### src/rtl/seed_csr_pkg.sv
package seed_csr_pkg;

  typedef enum logic [1:0] {
    ST_BIST  = 2'b00,
    ST_WAIT  = 2'b01,
    ST_READY = 2'b10,
    ST_DEAD  = 2'b11
  } seedStatus_e;

  // strobes from control into the datapath
  typedef struct packed {
    logic load;
    logic consume;
  } seedStrobe_t;

  localparam logic [11:0] SEED_CSR_ADDR = 12'h015;

endpackage

### src/rtl/seed_csr_ctrl.sv
module seed_csr_ctrl
  import seed_csr_pkg::*;
#(
  parameter int BIST_CYCLES = 64
) (
  input  logic        clk,
  input  logic        rstN,
  input  logic        accValid,
  input  logic [2:0]  funct3,
  input  logic [11:0] csrAddr,
  input  logic [4:0]  rs1Idx,
  input  logic        bufFull,
  input  logic        entValid,
  input  logic        faultIn,
  output logic        entReady,
  output logic        hit,
  output logic        illegal,
  output logic        rdWe,
  output seedStatus_e status,
  output seedStrobe_t strobe
);

  localparam int CNT_W = $clog2(BIST_CYCLES + 1);
  localparam logic [CNT_W-1:0] BIST_LAST = CNT_W'(BIST_CYCLES);

  logic [CNT_W-1:0] bistCnt;
  logic bistDone;
  logic faultSeen;
  logic isCsrOp;
  logic readOnly;

  assign bistDone = (bistCnt == BIST_LAST);

  always_ff @(posedge clk or negedge rstN) begin
    if (!rstN) begin
      bistCnt   <= '0;
      faultSeen <= 1'b0;
    end else begin
      if (!bistDone) bistCnt <= bistCnt + 1'b1;
      if (faultIn)   faultSeen <= 1'b1;
    end
  end

  // funct3 x00 is not a CSR access; bit 1 marks the set/clear forms
  assign isCsrOp  = (funct3[1:0] != 2'b00);
  assign readOnly = funct3[1] && (rs1Idx == 5'd0);

  assign hit     = accValid && isCsrOp && (csrAddr == SEED_CSR_ADDR);
  assign illegal = hit && readOnly;
  assign rdWe    = hit && !readOnly;

  always_comb begin
    if (faultSeen)      status = ST_DEAD;
    else if (!bistDone) status = ST_BIST;
    else if (bufFull)   status = ST_READY;
    else                status = ST_WAIT;
  end

  assign entReady       = (status == ST_WAIT);
  assign strobe.load    = entReady && entValid;
  assign strobe.consume = rdWe && (status == ST_READY);

endmodule

### src/rtl/seed_csr_dp.sv
module seed_csr_dp
  import seed_csr_pkg::*;
#(
  parameter int SAMPLE_W = 16,
  parameter int WORD_W   = 32
) (
  input  logic                clk,
  input  logic                rstN,
  input  seedStrobe_t         strobe,
  input  seedStatus_e         status,
  input  logic [SAMPLE_W-1:0] entData,
  output logic                bufFull,
  output logic [WORD_W-1:0]   rdData
);

  localparam int GAP_W = WORD_W - 2 - SAMPLE_W;

  logic [SAMPLE_W-1:0] sampleReg;
  logic [SAMPLE_W-1:0] sampleOut;

  always_ff @(posedge clk or negedge rstN) begin
    if (!rstN) begin
      bufFull   <= 1'b0;
      sampleReg <= '0;
    end else if (strobe.load) begin
      bufFull   <= 1'b1;
      sampleReg <= entData;
    end else if (strobe.consume) begin
      bufFull   <= 1'b0;
    end
  end

  assign sampleOut = (status == ST_READY) ? sampleReg : '0;
  assign rdData    = {status, {GAP_W{1'b0}}, sampleOut};

endmodule

### src/rtl/seed_csr_unit.sv
module seed_csr_unit
  import seed_csr_pkg::*;
#(
  parameter int BIST_CYCLES = 64
) (
  input  logic        clk,
  input  logic        rstN,
  input  logic        accValid,
  input  logic [2:0]  funct3,
  input  logic [11:0] csrAddr,
  input  logic [4:0]  rs1Idx,
  input  logic [31:0] rs1Data,
  input  logic        entValid,
  input  logic [15:0] entData,
  output logic        entReady,
  input  logic        faultIn,
  output logic        hit,
  output logic        illegal,
  output logic        rdWe,
  output logic [31:0] rdData
);

  seedStatus_e status;
  seedStrobe_t strobe;
  logic        bufFull;

  seed_csr_ctrl #(.BIST_CYCLES(BIST_CYCLES)) uCtrl (
    .clk(clk), .rstN(rstN), .accValid(accValid), .funct3(funct3),
    .csrAddr(csrAddr), .rs1Idx(rs1Idx), .bufFull(bufFull),
    .entValid(entValid), .faultIn(faultIn), .entReady(entReady),
    .hit(hit), .illegal(illegal), .rdWe(rdWe), .status(status),
    .strobe(strobe)
  );

  seed_csr_dp #(.SAMPLE_W(16), .WORD_W(32)) uDp (
    .clk(clk), .rstN(rstN), .strobe(strobe), .status(status),
    .entData(entData), .bufFull(bufFull), .rdData(rdData)
  );

endmodule

### config.mk
export PLATFORM = sky130hd
export DESIGN_NAME = seed_csr_unit
export DESIGN_NICKNAME = d
export VERILOG_FILES = /design/src/rtl/seed_csr_pkg.sv /design/src/rtl/seed_csr_ctrl.sv /design/src/rtl/seed_csr_dp.sv /design/src/rtl/seed_csr_unit.sv
export SDC_FILE = /design/constraint.sdc
export NUM_CORES = 1
export LEC_CHECK = 0
export BUFFER_PORTS_ARGS = -buffer_cell sky130_fd_sc_hd__buf_2
export CAP_MARGIN = 20
export CORE_MARGIN = 2
export CORE_UTILIZATION = 36
export DETAILED_ROUTE_END_ITERATION = 10
export GPL_TIMING_DRIVEN = 0
export PLACE_DENSITY = 0.86
export SYNTH_ARGS = -nofsm -noshare
export SYNTH_HDL_FRONTEND = slang
export SYNTH_HIERARCHICAL = 1
export SYNTH_SLANG_ARGS = --single-unit
### constraint.sdc
create_clock -name clk -period 1.8 [get_ports clk]
set_input_delay 0 -clock clk [delete_from_list [all_inputs] [get_ports clk]]
set_output_delay 0 -clock clk [all_outputs]
set_load 0.02 [all_outputs]
### After elaboration in Yosys (flattened, before gate mapping)

Cells that the tools add are included.

* input bits: 73
* word-level logic and storage cells: 26
* output and inout port bits: 36
* flip-flop bits (word level): 25

* multiplexer cells: 6
* add/sub/neg operators: 1
* equal/unequal tests: 4
* reduce and logical (&&, ||, !) cells: 11

Operators with widths (count)
* two-way mux 16 bit: 1
* equality test 12 x 5 -> 1 bit, second input constant: 1
* adder 7 x 1 -> 7 bit, second input constant: 1
* equality test 7 bit, second input constant: 1
* logical AND 1 bit: 7
* two-way mux 2 bit: 3
* zero test 5 bit: 1
* nonzero test 2 bit: 2
* equality test 2 x 1 -> 1 bit, second input constant: 1
* equality test 2 bit, second input constant: 1
* two-way mux 1 bit: 2
* zero test 1 bit: 1

### Longest topological paths before layout

Gate-level depths: netlist of run 1.

* depth in word-level cells: 7
* gate-level depth with buffers: 7
* mapped depth without buffers: 7

### Hierarchy

Netlist of run 1, hierarchy kept.

Modules (own cells, without submodules)
* seed_csr_dp: times used 1, cells each 72, area each 924.6 sq um, seq. area each 425.4 sq um
* seed_csr_ctrl: times used 1, cells each 48, area each 530.5 sq um, seq. area each 200.2 sq um

### Worst setup path after synthesis of run 1

No wires, ideal clock.

* path kind: register to register
* start: reg uCtrl.bistCnt[4]
* end: reg uDp.sampleReg[10]
* data required time: 1675 ps
* period minus slack after synthesis: 1906 ps
* data arrival time: 1780 ps
* cell stages (with the launch flop): 7
* setup time: 125 ps
* path buffers: 2
* setup slack: -106 ps
* path through: dfrtp_1 nor4b_4 nand3b_4 nor4b_2 buf_6 buf_12 mux2_4

RTL lines
* start, declared: line seed_csr_ctrl.sv:26 `logic [CNT_W-1:0] bistCnt;`
* start signal, assigned: line seed_csr_ctrl.sv:39 `if (!bistDone) bistCnt <= bistCnt + 1'b1;`
* end signal, assigned: line seed_csr_dp.sv:27 `sampleReg <= entData;`
* end, declared: line seed_csr_dp.sv:18 `logic [SAMPLE_W-1:0] sampleReg;`

### Worst setup path after layout of run 1

* start: reg uCtrl.bistCnt[5]
* end: out rdData[0]

* word-level cells in the longest chain between the ends: 5

Ends and longest elaborated chain
* equality test 7 bit: line seed_csr_ctrl.sv:32 `assign bistDone = (bistCnt == BIST_LAST);`
* two-way mux 2 bit: line seed_csr_ctrl.sv:54 `else if (!bistDone) status = ST_BIST;`
* two-way mux 2 bit: line seed_csr_ctrl.sv:53 `if (faultSeen) status = ST_DEAD;`
* named net status[1]: line seed_csr_unit.sv:23 `seedStatus_e status;`
* equality test 2 bit: line seed_csr_dp.sv:33 `assign sampleOut = (status == ST_READY) ? sampleReg : '0;`
* two-way mux 16 bit: line seed_csr_dp.sv:33
* end, declared: line seed_csr_unit.sv:20 `output logic [31:0] rdData`

The timed path passes the listed nets, and every way through them passes these cells.

==> flow_metrics.env, run 1 <==
export IMPL_dp_cells=244
export IMPL_crit_slowest_cell="dfrtp_1"
export IMPL_instances_no_fill=278
export IMPL_synth_simple_gate_area_share_pct=21.5
export IMPL_syn_avg_cell_area_um2=12.1
export IMPL_crit_path_max_fanout=6
export IMPL_slew_viol_final=0
export IMPL_synth_edf_count=0
export IMPL_cpPeakStageDelay_ps=420
export IMPL_required_ps=1800
export IMPL_drtIter0Drc=52
export IMPL_synth_distinct_cells=34
export IMPL_setup_ws_ps=-231
export IMPL_pwr_density_cell_mw_per_mm2=471
export IMPL_synthXorXnorAreaFrac_pct=3.61
export IMPL_clock_sinks=25
export IMPL_fp_row_count=23
export IMPL_worstPathCellList="nor4b_4 -> nand3b_4 -> o21bai_4 -> nor2b_4 -> buf_4 -> and2_1 -> buf_4"
export IMPL_synth_compound_area_share_pct=2.24
export IMPL_wire_per_inst_um=13.3
export IMPL_max_slew_margin_pct=63.1
export IMPL_htreeDepth=1
export IMPL_grt_usage_pct=15.3
export IMPL_period_needed_ps=2030
export IMPL_finalHoldViolations=0
export IMPL_die_w_um=67.6
export IMPL_clockRootBuffer="clkbuf_8"
export IMPL_hold_slack_ps=211
export IMPL_antenna_cells=0
export IMPL_synth_cells=120
export IMPL_clkLatencyLatePin_ps=270
export IMPL_viasPerCell=4.34
export IMPL_synth_seq_cells=25
export IMPL_ys_seq_area_share_pct=43.0
export IMPL_worstPathArrival_ps=2030
export IMPL_hold_end="uDp/bufFull$_DFFE_PN0P_"
export IMPL_cp_common_cell="buf_4"
export IMPL_cts_buffers=3
export IMPL_violations="setup timing"
export IMPL_crit_start="uCtrl/bistCnt[5]$_DFFE_PN0P_"
export IMPL_worst_slew_pin_slew_ps=554
export IMPL_ioPinCount=109
export IMPL_path_class="register to primary output"
export IMPL_period_share_pct=113
export IMPL_reg2reg_depth=6
export IMPL_synthMuxAreaShare_pct=15.7
export IMPL_grt_pass1_vias=1200
export IMPL_max_cap_violations=0
export IMPL_max_vdd_ir_drop_uv=545
export IMPL_drive_above_1_share_pct=55.3
export IMPL_die_area_mm2=0.00457
export IMPL_synthToLayoutAreaGrowth_pct=60.3
export IMPL_r2r_start="uCtrl/bistCnt[5]$_DFFE_PN0P_"
export IMPL_synth_top_cell_area_share_pct=43.0
export IMPL_gp_congestion=0.778
export IMPL_r2r_slack_ps=-170
export IMPL_antenna_found_initial=0
export IMPL_grt_max_degree=26
export IMPL_r2r_end="uDp/sampleReg[8]$_DFFE_PN0P_"
export IMPL_synthAdderAreaFrac_pct=1.72
export IMPL_grt_pass1_wl_um=5230
export IMPL_rsz0062_at_grt="true"
export IMPL_synthTopCellsByArea="dfrtp_1 (43%), mux2_4 (10%), buf_4 (8.3%)"
export IMPL_setup_viol=34
export IMPL_fp_coreArea_mm2=0.00394
export IMPL_outcome="complete, but fails checks"
export IMPL_final_nets=304
export IMPL_synthesis_area_mm2=0.00146
export IMPL_synth_async_reset_ratio_pct=100
export IMPL_ant_nets=0
export IMPL_hpwl_um=2240
export IMPL_start_kind="register"
export IMPL_hold_start="csrAddr[7]"
export IMPL_end_kind="primary output"
export IMPL_synth_top_family_by_area="simple AND/OR/NAND/NOR gates"
export IMPL_fmax_ghz=0.492
export IMPL_cts_tree="built"
export IMPL_layout_common_cells="buf_2 (44), buf_4 (40), dfrtp_1 (25)"
export IMPL_overflow=0
export IMPL_ys_warn_count=6
export IMPL_n_fill_cell=314
export IMPL_die_h_um=67.6
export IMPL_leakage_uw=0.00123
export IMPL_hp_class="input pin to register"
export IMPL_clk_path_buf_depth=2
export IMPL_synthFlopType="dfrtp_1"
export IMPL_initial_core_util_pct=36.9
export IMPL_drt_total_wl_um=3700
export IMPL_route_detailed_drc=0
export IMPL_port_buffers=61
export IMPL_drt_first_pass_iters=4
export IMPL_holdPathStages=6
export IMPL_yosysTopAreaCell="dfrtp_1"
export IMPL_layout_commonest_cell="buf_2"
export IMPL_cts_clk_slew_worst_paths_ps=80
export IMPL_vias=1206
export IMPL_finalClockSkew_ps=5.04
==> sequential cells by signal, indices dropped and copies added, names as in the netlist <==
signal / cells
uCtrl/faultSeen: 1
uDp/bufFull: 1
uDp/sampleReg: 16
uCtrl/bistCnt: 7
==> where the power goes <==
group | switching [µW] | internal (µW)
Combinational | 67.7 | 104
Sequential | 13.2 | 580
Clock | 178 | 155
==> repair_timing <==
item                                    CTS  global route
setup buffers                             8             3
resized for setup                        23             9
hold endpoints to repair                 42             0
pin swaps                                 3             3
hold buffers                             18             0
cloned                                    0             1
endpoints found under the setup margin   34            36
==> worst max-delay path: cells and delay by family, from the launching register on <==
family,cells,cell delay (ps)
AND/OR/NAND/NOR,4,880
flip-flops,1,420
buffers and inverters,2,290
AO/OA/AOI/OAI,1,160
==> stage by stage <==
step / power [µW] / setup WS [ps] / util (%) / area (µm²) / setup TNS [ps]
after floorplan: 676 / -58.7 / - / 1510 / -529
after global placement: 730 / -241 / 47.7 / 1880 / -4400
after detailed placement: 735 / -293 / 47.7 / 1880 / -5590
after CTS: 1090 / -192 / 57.3 / 2260 / -5600
after global routing: 1140 / -342 / 59.2 / 2330 / -9040
final: 1100 / -231 / 59.2 / 2330 / -5800
==> cells in the mapped netlist (2+ instances only) <==
cell and count:
ha_1 2, nand3_1 3, mux2_2 7, xnor2_1 4, nor2_1 2, nor3_1 3
dfrtp_1 25, xor2_1 2, o21bai_1 2, and2_1 16, mux2_4 10, nand2_1 3
inv_1 5, buf_4 16
==> kinds of logic (layout without fill, tap and decap cells) <==
group           after synthesis  count (layout)
other cells                   1              14
flops                        25              25
xor+xnor                      6               6
simple gates                 41              41
buf+inv                      24             119
compound gates                4               4
fa+ha+maj                     2               2
mux                          17              17
==> final cells by class <==
| class | instances | area (µm²) | share of cell area (%) |
|---|---|---|---|
| clock inverter | 1 | 5.00 | 0.215 |
| clock buffer | 3 | 41.3 | 1.77 |
| inverter | 5 | 18.8 | 0.805 |
| buffer | 19 | 165 | 7.08 |
| multi-input combinational | 84 | 754 | 32.3 |
| tap | 50 | 62.6 | 2.68 |
| sequential | 25 | 626 | 26.8 |
| timing repair buffer | 91 | 659 | 28.3 |
==> metal layers <==
metal	up-vias	part of all wire [%]	routed length, µm	global-route usage [%]
met4	0	0.41	15	1.53
met2	35	58	2140	30.0
met5	-	0	0	0
li1	592	-	-	-
met1	577	38	1390	17.1
met3	2	4.1	152	3.67
==> worst max-delay path by stage <==
| stage | endpoint | cells after the start | slack, ps |
|---|---|---|---|
| after floorplan | uDp/sampleReg[10]$_DFFE_PN0P_ | 6 | -60 |
| after global placement | rdData[9] | 7 | -240 |
| after detailed placement | rdData[9] | 7 | -290 |
| after CTS | rdData[9] | 7 | -190 |
| after global routing | rdData[0] | 7 | -340 |
| final | rdData[0] | 7 | -230 |
No activity file was read; power rests on OpenSTA's default activity.
==> inputs of run 2 (changes only) <==
--- a/config.mk
+++ b/config.mk
@@ -7,7 +7,7 @@
 export LEC_CHECK = 0
 export BUFFER_PORTS_ARGS = -buffer_cell sky130_fd_sc_hd__buf_2
 export CAP_MARGIN = 20
-export CORE_MARGIN = 2
+export CORE_MARGIN = 8
 export CORE_UTILIZATION = 36
 export DETAILED_ROUTE_END_ITERATION = 10
 export GPL_TIMING_DRIVEN = 0
==> flow_metrics.env, run 2 (synthesized netlist as in run 1, its figures left out) <==
export IMPL_outcome="complete, but fails checks"
export IMPL_violations="setup timing"
export IMPL_layout_commonest_cell="buf_2"
export IMPL_fp_coreArea_mm2=0.00394
export IMPL_gp_congestion=0.702
export IMPL_wire_per_inst_um=15.8
export IMPL_ioPinCount=109
export IMPL_largest_reg_flops=16
export IMPL_holdPathStages=6
export IMPL_hold_start="csrAddr[10]"
export IMPL_crit_start="uCtrl/bistCnt[5]$_DFFE_PN0P_"
export IMPL_fmax_ghz=0.473
export IMPL_worst_slew_pin_slew_ps=558
export IMPL_grt_max_degree=26
export IMPL_cts_tree="built"
export IMPL_setup_ws_ps=-315
export IMPL_crit_path_max_fanout=5
export IMPL_drt_first_pass_iters=3
export IMPL_r2r_end="uDp/sampleReg[4]$_DFFE_PN0P_"
export IMPL_initial_core_util_pct=36.9
export IMPL_tns_ps=-7390
export IMPL_hp_class="input pin to register"
export IMPL_drt_total_wl_um=4440
export IMPL_power_uw=1100
export IMPL_placed_cell_area_mm2=0.00188
export IMPL_antenna_cells=0
export IMPL_max_vdd_ir_drop_uv=430
export IMPL_slew_viol_final=0
export IMPL_die_h_um=79.6
export IMPL_period_needed_ps=2110
export IMPL_end_kind="primary output"
export IMPL_die_area_mm2=0.00633
export IMPL_drive_above_1_share_pct=62.8
export IMPL_synthToLayoutAreaGrowth_pct=70.3
export IMPL_max_slew_margin_pct=62.8
export IMPL_clkLatencyLatePin_ps=270
export IMPL_worstPathArrival_ps=2110
export IMPL_die_w_um=79.6
export IMPL_grt_usage_pct=14.2
export IMPL_finalClockSkew_ps=2.12
export IMPL_start_kind="register"
export IMPL_reg_top3="uDp/sampleReg (16), uCtrl/bistCnt (7)"
export IMPL_hold_end="uDp/bufFull$_DFFE_PN0P_"
export IMPL_r2r_start="uCtrl/bistCnt[5]$_DFFE_PN0P_"
export IMPL_cts_buffers=3
export IMPL_layout_common_cells="buf_2 (43), buf_4 (25), dfrtp_1 (24)"
export IMPL_drtIter0Drc=34
export IMPL_fin_area_mm2=0.00248
export IMPL_grt_pass1_wl_um=6910
export IMPL_htreeDepth=1
export IMPL_largest_register="uDp/sampleReg"
export IMPL_post_place_ws_ps=-311
export IMPL_finalHoldViolations=0
export IMPL_ant_nets=0
export IMPL_clk_path_buf_depth=2
export IMPL_leakage_uw=0.00128
export IMPL_period_share_pct=117
export IMPL_grt_pass1_vias=1393
export IMPL_overflow=0
export IMPL_vias=1225
export IMPL_max_cap_violations=0
export IMPL_r2r_slack_ps=-230
export IMPL_pwr_density_cell_mw_per_mm2=444
export IMPL_path_class="register to primary output"
export IMPL_clockRootBuffer="clkbuf_8"
export IMPL_instances_no_fill=281
export IMPL_reg2reg_depth=7
export IMPL_antenna_found_initial=0
export IMPL_cts_clk_slew_worst_paths_ps=80
export IMPL_clock_sinks=25
export IMPL_rsz0062_at_grt="true"
export IMPL_port_buffers=61
export IMPL_setup_viol=34
export IMPL_dp_cells=244
export IMPL_hpwl_um=2660
export IMPL_final_nets=307
export IMPL_fp_row_count=23
export IMPL_route_detailed_drc=0
export IMPL_required_ps=1800
export IMPL_viasPerCell=4.36
## run 2: what timing repair did
| item | 4_1_cts | 5_1_grt |
|---|---|---|
| resized for setup | 67 | 6 |
| endpoints found under the setup margin | 33 | 36 |
| hold buffers | 18 | 0 |
| pin swaps | 19 | 2 |
| buffers inserted | 12 | 4 |
| endpoints found under the hold margin | 42 | 0 |
| cloned | 2 | 0 |
## run 2: cell type report
| cell class | instances | area (µm²) |
|---|---|---|
| Fill cell | 305 | 1460 |
| Multi-Input combinational cell | 84 | 796 |
| Timing Repair Buffer | 94 | 763 |
| Sequential cell | 25 | 627 |
| Buffer | 19 | 166 |
| Tap cell | 50 | 62.6 |
| Clock buffer | 4 | 45.0 |
| Inverter | 5 | 18.8 |
## run 2: how the worst max path moves through the flow
stage / end / slack (ps) / depth (start not counted)
finish: rdData[10] / -310 / 7
global route: rdData[10] / -400 / 7
CTS: rdData[9] / -290 / 7
detailed placement: rdData[9] / -310 / 7
global placement: rdData[6] / -230 / 7
floorplan: uDp/sampleReg[10]$_DFFE_PN0P_ / -60 / 6
## run 2: critical path, cell delays in order, from the launching register on
cell and delay [ps]:
dfrtp_1 420, nor4b_4 380, nand3b_4 150, o21bai_1 210, nor2b_4 270, buf_8 140
and2_4 150, buf_6 110
## run 2: where the power goes
part / leakage, µW / switching [µW] / internal (µW)
registers: 0.000310 / 15.2 / 580
clock network: 0.0000228 / 176 / 159
logic: 0.000949 / 67.4 / 103
## run 2: per-stage QoR
step                hold WS [ps]  utilization, %
CTS                          220            62.8
global route                 254            62.9
floorplan                   -296               -
finish                       210            62.9
global placement            19.3            47.7
detailed placement          17.0            47.7
## run 2: per-layer routing
layer  wire length, µm  GRT usage, %
met1              1500          13.7
met2              2490          26.7
met3               402          6.19
met4                51          3.89
met5                 0             0
